### src/rtl/arb_pkg.sv
package arb_pkg;
  typedef enum logic [1:0] {
    ST_IDLE = 2'd0,
    ST_ARB  = 2'd1,
    ST_WON  = 2'd2,
    ST_LOST = 2'd3
  } arb_state_e;
endpackage

### src/rtl/arb_seq.sv
module arb_seq
  import arb_pkg::*;
#(
  parameter int ID_W = 11
) (
  input  logic            clk,
  input  logic            rst,
  input  logic            start_req,
  input  logic [ID_W-1:0] ident,
  input  logic            bit_strobe,
  input  logic            bus_rx,
  input  logic            frame_end,
  input  logic            done_evt,
  input  logic            halt,
  output logic            drive_tx,
  output logic            lost_pulse,
  output logic            won
);
  localparam int IDX_W = (ID_W > 1) ? $clog2(ID_W) : 1;
  localparam logic [IDX_W-1:0] LAST_IDX = IDX_W'(ID_W - 1);

  arb_state_e      state;
  logic [ID_W-1:0] id_q;
  logic [ID_W-1:0] sh_q;
  logic [IDX_W-1:0] idx_q;

  always_ff @(posedge clk) begin
    if (rst) begin
      state      <= ST_IDLE;
      id_q       <= '0;
      sh_q       <= '0;
      idx_q      <= '0;
      drive_tx   <= 1'b1;
      lost_pulse <= 1'b0;
      won        <= 1'b0;
    end else begin
      lost_pulse <= 1'b0;
      if (halt) begin
        state    <= ST_IDLE;
        drive_tx <= 1'b1;
        won      <= 1'b0;
      end else begin
        case (state)
          ST_IDLE: begin
            if (start_req) begin
              id_q     <= ident;
              sh_q     <= ident;
              drive_tx <= ident[ID_W-1];
              idx_q    <= '0;
              state    <= ST_ARB;
            end
          end
          ST_ARB: begin
            if (bit_strobe) begin
              if (bus_rx != drive_tx) begin
                state      <= ST_LOST;
                drive_tx   <= 1'b1;
                lost_pulse <= 1'b1;
              end else if (idx_q == LAST_IDX) begin
                state    <= ST_WON;
                won      <= 1'b1;
                drive_tx <= 1'b1;
              end else begin
                sh_q     <= sh_q << 1;
                drive_tx <= sh_q[ID_W-2];
                idx_q    <= idx_q + 1'b1;
              end
            end
          end
          ST_WON: begin
            if (done_evt) begin
              state <= ST_IDLE;
              won   <= 1'b0;
            end
          end
          ST_LOST: begin
            if (frame_end) begin
              sh_q     <= id_q;
              drive_tx <= id_q[ID_W-1];
              idx_q    <= '0;
              state    <= ST_ARB;
            end
          end
          default: state <= ST_IDLE;
        endcase
      end
    end
  end


  loss_on_strobe_chk: assert property (@(posedge clk) disable iff (rst)
    lost_pulse |-> $past(bit_strobe));


  loser_recessive_chk: assert property (@(posedge clk) disable iff (rst)
    (state == ST_LOST) |-> drive_tx);


  won_not_lost_chk: assert property (@(posedge clk) disable iff (rst)
    won |-> !lost_pulse);


  drive_only_on_strobe_chk: assert property (@(posedge clk) disable iff (rst)
    ((state == ST_ARB) && $past(state == ST_ARB) && !$past(bit_strobe)) |-> $stable(drive_tx));
endmodule

### src/rtl/tx_err_tracker.sv
module tx_err_tracker #(
  parameter int ERR_INC   = 8,
  parameter int OFF_LIMIT = 255
) (
  input  logic clk,
  input  logic rst,
  input  logic err_evt,
  input  logic ok_evt,
  input  logic recover_req,
  output logic bus_off,
  output logic entering_off
);
  localparam int CNT_W = $clog2(OFF_LIMIT + ERR_INC + 1);
  localparam logic [CNT_W-1:0] INC_V = CNT_W'(ERR_INC);
  localparam logic [CNT_W-1:0] LIM_V = CNT_W'(OFF_LIMIT);

  logic [CNT_W-1:0] cnt_q, cnt_nx;
  logic             off_nx;

  always_comb begin
    cnt_nx = cnt_q;
    off_nx = bus_off;
    if (bus_off) begin
      if (recover_req) begin
        cnt_nx = '0;
        off_nx = 1'b0;
      end
    end else if (err_evt) begin
      cnt_nx = cnt_q + INC_V;
      off_nx = (cnt_nx > LIM_V);
    end else if (ok_evt && (cnt_q != '0)) begin
      cnt_nx = cnt_q - 1'b1;
    end
  end

  assign entering_off = off_nx && !bus_off;

  always_ff @(posedge clk) begin
    if (rst) begin
      cnt_q   <= '0;
      bus_off <= 1'b0;
    end else begin
      cnt_q   <= cnt_nx;
      bus_off <= off_nx;
    end
  end


  off_after_err_chk: assert property (@(posedge clk) disable iff (rst)
    $rose(bus_off) |-> $past(err_evt));


  off_holds_chk: assert property (@(posedge clk) disable iff (rst)
    (bus_off && !recover_req) |=> bus_off);


  recover_clears_chk: assert property (@(posedge clk) disable iff (rst)
    (bus_off && recover_req) |=> (!bus_off && cnt_q == '0));


  no_growth_chk: assert property (@(posedge clk) disable iff (rst)
    (!bus_off && !err_evt) |=> (cnt_q <= $past(cnt_q)));
endmodule

### src/rtl/prio_arb_node.sv
module prio_arb_node #(
  parameter int ID_W      = 11,
  parameter int ERR_INC   = 8,
  parameter int OFF_LIMIT = 255
) (
  input  logic            clk,
  input  logic            rst,
  input  logic            start_req,
  input  logic [ID_W-1:0] ident,
  input  logic            bit_strobe,
  input  logic            bus_rx,
  input  logic            frame_end,
  input  logic            ok_evt,
  input  logic            err_evt,
  input  logic            recover_req,
  output logic            drive_tx,
  output logic            lost_pulse,
  output logic            won,
  output logic            bus_off
);
  logic entering_off;
  logic halt;

  assign halt = bus_off || entering_off;

  tx_err_tracker #(
    .ERR_INC  (ERR_INC),
    .OFF_LIMIT(OFF_LIMIT)
  ) u_err (
    .clk         (clk),
    .rst         (rst),
    .err_evt     (err_evt),
    .ok_evt      (ok_evt),
    .recover_req (recover_req),
    .bus_off     (bus_off),
    .entering_off(entering_off)
  );

  arb_seq #(
    .ID_W(ID_W)
  ) u_seq (
    .clk       (clk),
    .rst       (rst),
    .start_req (start_req),
    .ident     (ident),
    .bit_strobe(bit_strobe),
    .bus_rx    (bus_rx),
    .frame_end (frame_end),
    .done_evt  (ok_evt || err_evt),
    .halt      (halt),
    .drive_tx  (drive_tx),
    .lost_pulse(lost_pulse),
    .won       (won)
  );


  off_recessive_chk: assert property (@(posedge clk) disable iff (rst)
    bus_off |-> (drive_tx && !won));
endmodule

### config.mk
export PLATFORM = sky130hd
export DESIGN_NAME = prio_arb_node
export DESIGN_NICKNAME = d
export VERILOG_FILES = /design/src/rtl/arb_pkg.sv /design/src/rtl/arb_seq.sv /design/src/rtl/tx_err_tracker.sv /design/src/rtl/prio_arb_node.sv
export SDC_FILE = /design/constraint.sdc
export NUM_CORES = 1
export LEC_CHECK = 0
export BUFFER_PORTS_ARGS = -buffer_cell sky130_fd_sc_hd__buf_2
export CAP_MARGIN = 20
export CORE_ASPECT_RATIO = 0.9
export CORE_UTILIZATION = 50
export CTS_CLUSTER_SIZE = 24
export DETAILED_ROUTE_END_ITERATION = 12
export HOLD_SLACK_MARGIN = 0.08
export PLACE_DENSITY = 0.69
export SLEW_MARGIN = 20
export SYNTH_ARGS = -nofsm -noshare
export SYNTH_HDL_FRONTEND = slang
export SYNTH_SLANG_ARGS = --single-unit
### constraint.sdc
create_clock -name clk -period 4.3 [get_ports clk]
set_clock_uncertainty 0.15 [all_clocks]
set_input_delay 0.215 -clock clk [delete_from_list [all_inputs] [get_ports clk]]
set_output_delay 0.215 -clock clk [all_outputs]
set_load 0.02 [all_outputs]
==> reports/summary.json <==
{
  "worst_setup_path": {
    "worst_ep_required_time_ps": 4350,
    "timing.reg2reg.setup_slack_ps": 1480,
    "arrival_ps": 2880,
    "crit_fanout": 15,
    "critPathLaunch": "u_seq.state[1]",
    "timing.critical_path.slowest_cell_delay_ps": 850,
    "timing_worst_setup_path_type": "flop to flop",
    "setup.worst_path.end_class": "flop",
    "timing.critical_path.from_type": "flop",
    "worst_path_max_delay_cell": "sky130_fd_sc_hd__dfxtp_1",
    "crit_path_end": "u_seq.idx_q[1]",
    "crit-reg2reg-capture": "u_seq.idx_q[1]",
    "cp_cell_sequence": "inv_1, nand2_1, o21ai_1, nor3_4, mux2_2",
    "worst_r2r_path_depth": 5,
    "critical_path.reg2reg.startpoint": "u_seq.state[1]"
  },
  "yosys": {
    "netlist_instances": 298,
    "avgSynthCellArea_sq_um": 8.469,
    "synth_nets": 326,
    "synthesis.area_sq_mm": 0.002524,
    "postSynthRegisterBits": 40,
    "number_of_synthesized_flops_with_an_enable_pin": 0,
    "yosys_warnings": 0,
    "synth_top_area_cell": "sky130_fd_sc_hd__dfxtp_1",
    "synth.top_cell.area_share_pct": 31.73,
    "synth.top_cells.by_area": "sky130_fd_sc_hd__dfxtp_1 32%, sky130_fd_sc_hd__mux2i_1 7.1%, sky130_fd_sc_hd__a21oi_1 5.0%, sky130_fd_sc_hd__ha_1 4.0%, sky130_fd_sc_hd__nand2b_1 3.7%",
    "yosysSeqAreaShare_pct": 31.73,
    "synthFlopType": "sky130_fd_sc_hd__dfxtp_1",
    "synthDistinctLibCells": 59,
    "async_flop_share_pct": 0
  },
  "floorplan": {
    "die_area_sq_mm": 0.005336,
    "width_of_the_die_um": 76.89,
    "initial_core_util_pct": 52.20,
    "placementRows": 24,
    "die_h_um": 69.40,
    "number_of_i_o_pins": 24,
    "coreArea_sq_mm": 0.004835
  },
  "grt": {
    "grt_pass1_vias": 2090,
    "grt_antenna_before_repair": 0,
    "grtUsageTotal_pct": 23.17,
    "grt_first_pass_wirelength_mm": 9.929,
    "globalRouteOverflowTotal": 0,
    "largest_net_degree_at_the_start_of_global_routing": 55
  },
  "clock_network": {
    "clkSlewWorstSetupHoldPaths_ps": 90,
    "tritoncts_clock_tree": "built",
    "cts_made_buffers": 5,
    "clock_tree.buffer_depth": 2,
    "post-cts-setup-buffers": 0,
    "cts-resized-gates": 0,
    "cts_sinks": 40,
    "ctsHtreeMaxLevel": 2,
    "skew_pair_late_insertion_delay_ps": 300,
    "ctsRootBufferMaster": "sky130_fd_sc_hd__clkbuf_8"
  },
  "detailed_routing": {
    "drt-pass1-iter-count": 4,
    "first_iter_violations": 226,
    "via_per_inst": 5.974,
    "routed_wire_length_per_instance_um": 15.22,
    "detail_route.wirelength_mm": 5.846,
    "drtAntennaViolNets": 0,
    "detail_route.drc_violations": 0,
    "vias": 2294
  },
  "worst_hold_path": {
    "holdCritPathClass": "input port to flop"
  },
  "layout": {
    "antenna_cells_inserted": 0,
    "most-common-layout-cells": "40 x sky130_fd_sc_hd__dfxtp_1, 25 x sky130_fd_sc_hd__a21oi_1, 23 x sky130_fd_sc_hd__buf_2, 18 x sky130_fd_sc_hd__nor2_1, 18 x sky130_fd_sc_hd__mux2i_1",
    "postLayoutCellArea_sq_mm": 0.002864,
    "final_net_count": 346,
    "layout-drive-gt1-share_pct": 15.05,
    "layout_commonest_cell": "sky130_fd_sc_hd__dfxtp_1",
    "final_cell_count_no_fill": 384,
    "final_core_utilization_pct": 59.24,
    "fill_cells": 430,
    "area_delta_synth_final_pct": 13.49
  },
  "sta": {
    "rsz_0062_raised_after_global_routing": "false",
    "worst_slew_margin_rel_pct": 34.80,
    "timing.final.setup_violations": 0,
    "whs_ps": 88.09,
    "post-route-period-util_pct": 65.68,
    "totalNegativeSetupSlack_ps": 0,
    "setup_slack_ps": 1476,
    "final_max_slew_viol_count": 0,
    "timing.final.crit_period_ps": 2824,
    "max_clock_freq_mhz": 354.1,
    "slew_of_the_pin_with_the_lowest_slew_margin_ps": 976.7,
    "report.final.hold_viol_count": 0
  },
  "place": {
    "finalWeightedCongestion": 0.8348,
    "numPlacedInstances": 364,
    "post-place-ws_ps": 1173,
    "port_buffers": 23,
    "postPlaceCellArea_sq_mm": 0.002616,
    "place.detailed.hpwl_mm": 3.750
  },
  "status": {
    "outcome": "finished clean"
  },
  "power": {
    "cellLeakagePower_nw": 1.099,
    "vdd.ir_drop.worst_v": 0.0001891,
    "total_power_mw": 1.270,
    "power.density_cell_area_mw_per_mm2": 443.5
  },
  "run": {
    "timing.max_cap.violations": 0
  }
}
[synthesized netlist by cell type (all sizes together), types with 2 or more instances]
cell type  instances
a21oi             25
o31ai             12
o21ai             10
nand4b             3
nor3b              5
nor4               6
nor3               8
nor2b              4
a211o              9
o32ai              3
clkbuf            12
mux2               3
xor2               4
ha                 8
a31oi              4
xnor2              2
nor4b              2
or4                2
inv                9
mux2i             19
nand2             15
or3                2
nand4             12
nand2b            15
buf               13
dfxtp             40
nor2              18
a21o               2
nand3             12
or3b               2
[critical path: cells and delay by family, from the launching register on]
family                 cells  cell delay (ps)
AND/OR/NAND/NOR            2              860
flip-flops                 1              850
multiplexers               1              400
buffers and inverters      1              270
AO/OA/AOI/OAI              1              190
[metal layers]
metal / vias to the layer above / GRT usage (%) / share of wire [%]
met2: 66 / 34.33 / 43
met3: 6 / 5.000 / 5.9
met4: 0 / 6.838 / 1.0
li1: 1146 / - / -
met5: - / 0 / 0
met1: 1076 / 33.44 / 50
[worst min-delay path by stage]
stage,startpoint,end,slack (ps),depth (start not counted)
2_1_floorplan,ident[0],u_seq.id_q[0],220,2
5_1_grt,start_req,u_seq.state[0],110,3
3_5_place_dp,u_seq.id_q[1],u_seq.id_q[1],310,2
6_report,recover_req,u_err.cnt_q[3],90,3
3_3_place_gp,u_seq.id_q[0],u_seq.id_q[0],310,2
4_1_cts,recover_req,u_err.cnt_q[3],90,3
[state kept, by name, indices dropped and copies added (netlist names)]
signal	flops
u_seq.won	1
u_err.cnt_q	9
u_seq.id_q	11
u_seq.idx_q	4
u_seq.lost_pulse	1
u_seq.drive_tx	1
u_err.bus_off	1
u_seq.state	2
u_seq.sh_q	10
[layout make-up]
class	count	area, sq um	area share [%]
multi-input cells	224	1569	54.78
flip-flops and latches	40	800.8	27.96
well taps	65	81.33	2.840
clock inverters	2	38.79	1.354
clock buffers	6	82.58	2.883
repair buffers	38	257.7	9.000
inverters	9	33.78	1.180
[what timing repair did]
action,4_1_cts,5_1_grt
hold buffers,12,0
endpoints found under the hold margin,13,0
endpoints found under the setup margin,0,0
[power by group]
group / internal [mW] / total, mW / switching [mW]
clock network: 0.190 / 0.340 / 0.150
registers: 0.424 / 0.502 / 0.0784
logic: 0.191 / 0.429 / 0.238
[cell families (layout without fill, tap and decap cells)]
kind of cell	Yosys count	count (layout)	synth area share, %
compound gates	77	77	20.28
fa+ha+maj	8	8	3.966
simple gates	111	111	26.57
buf+inv	34	55	6.346
xor+xnor	6	6	2.082
flops	40	40	31.73
mux	22	22	9.023
No activity file was read; power rests on OpenSTA's default activity.
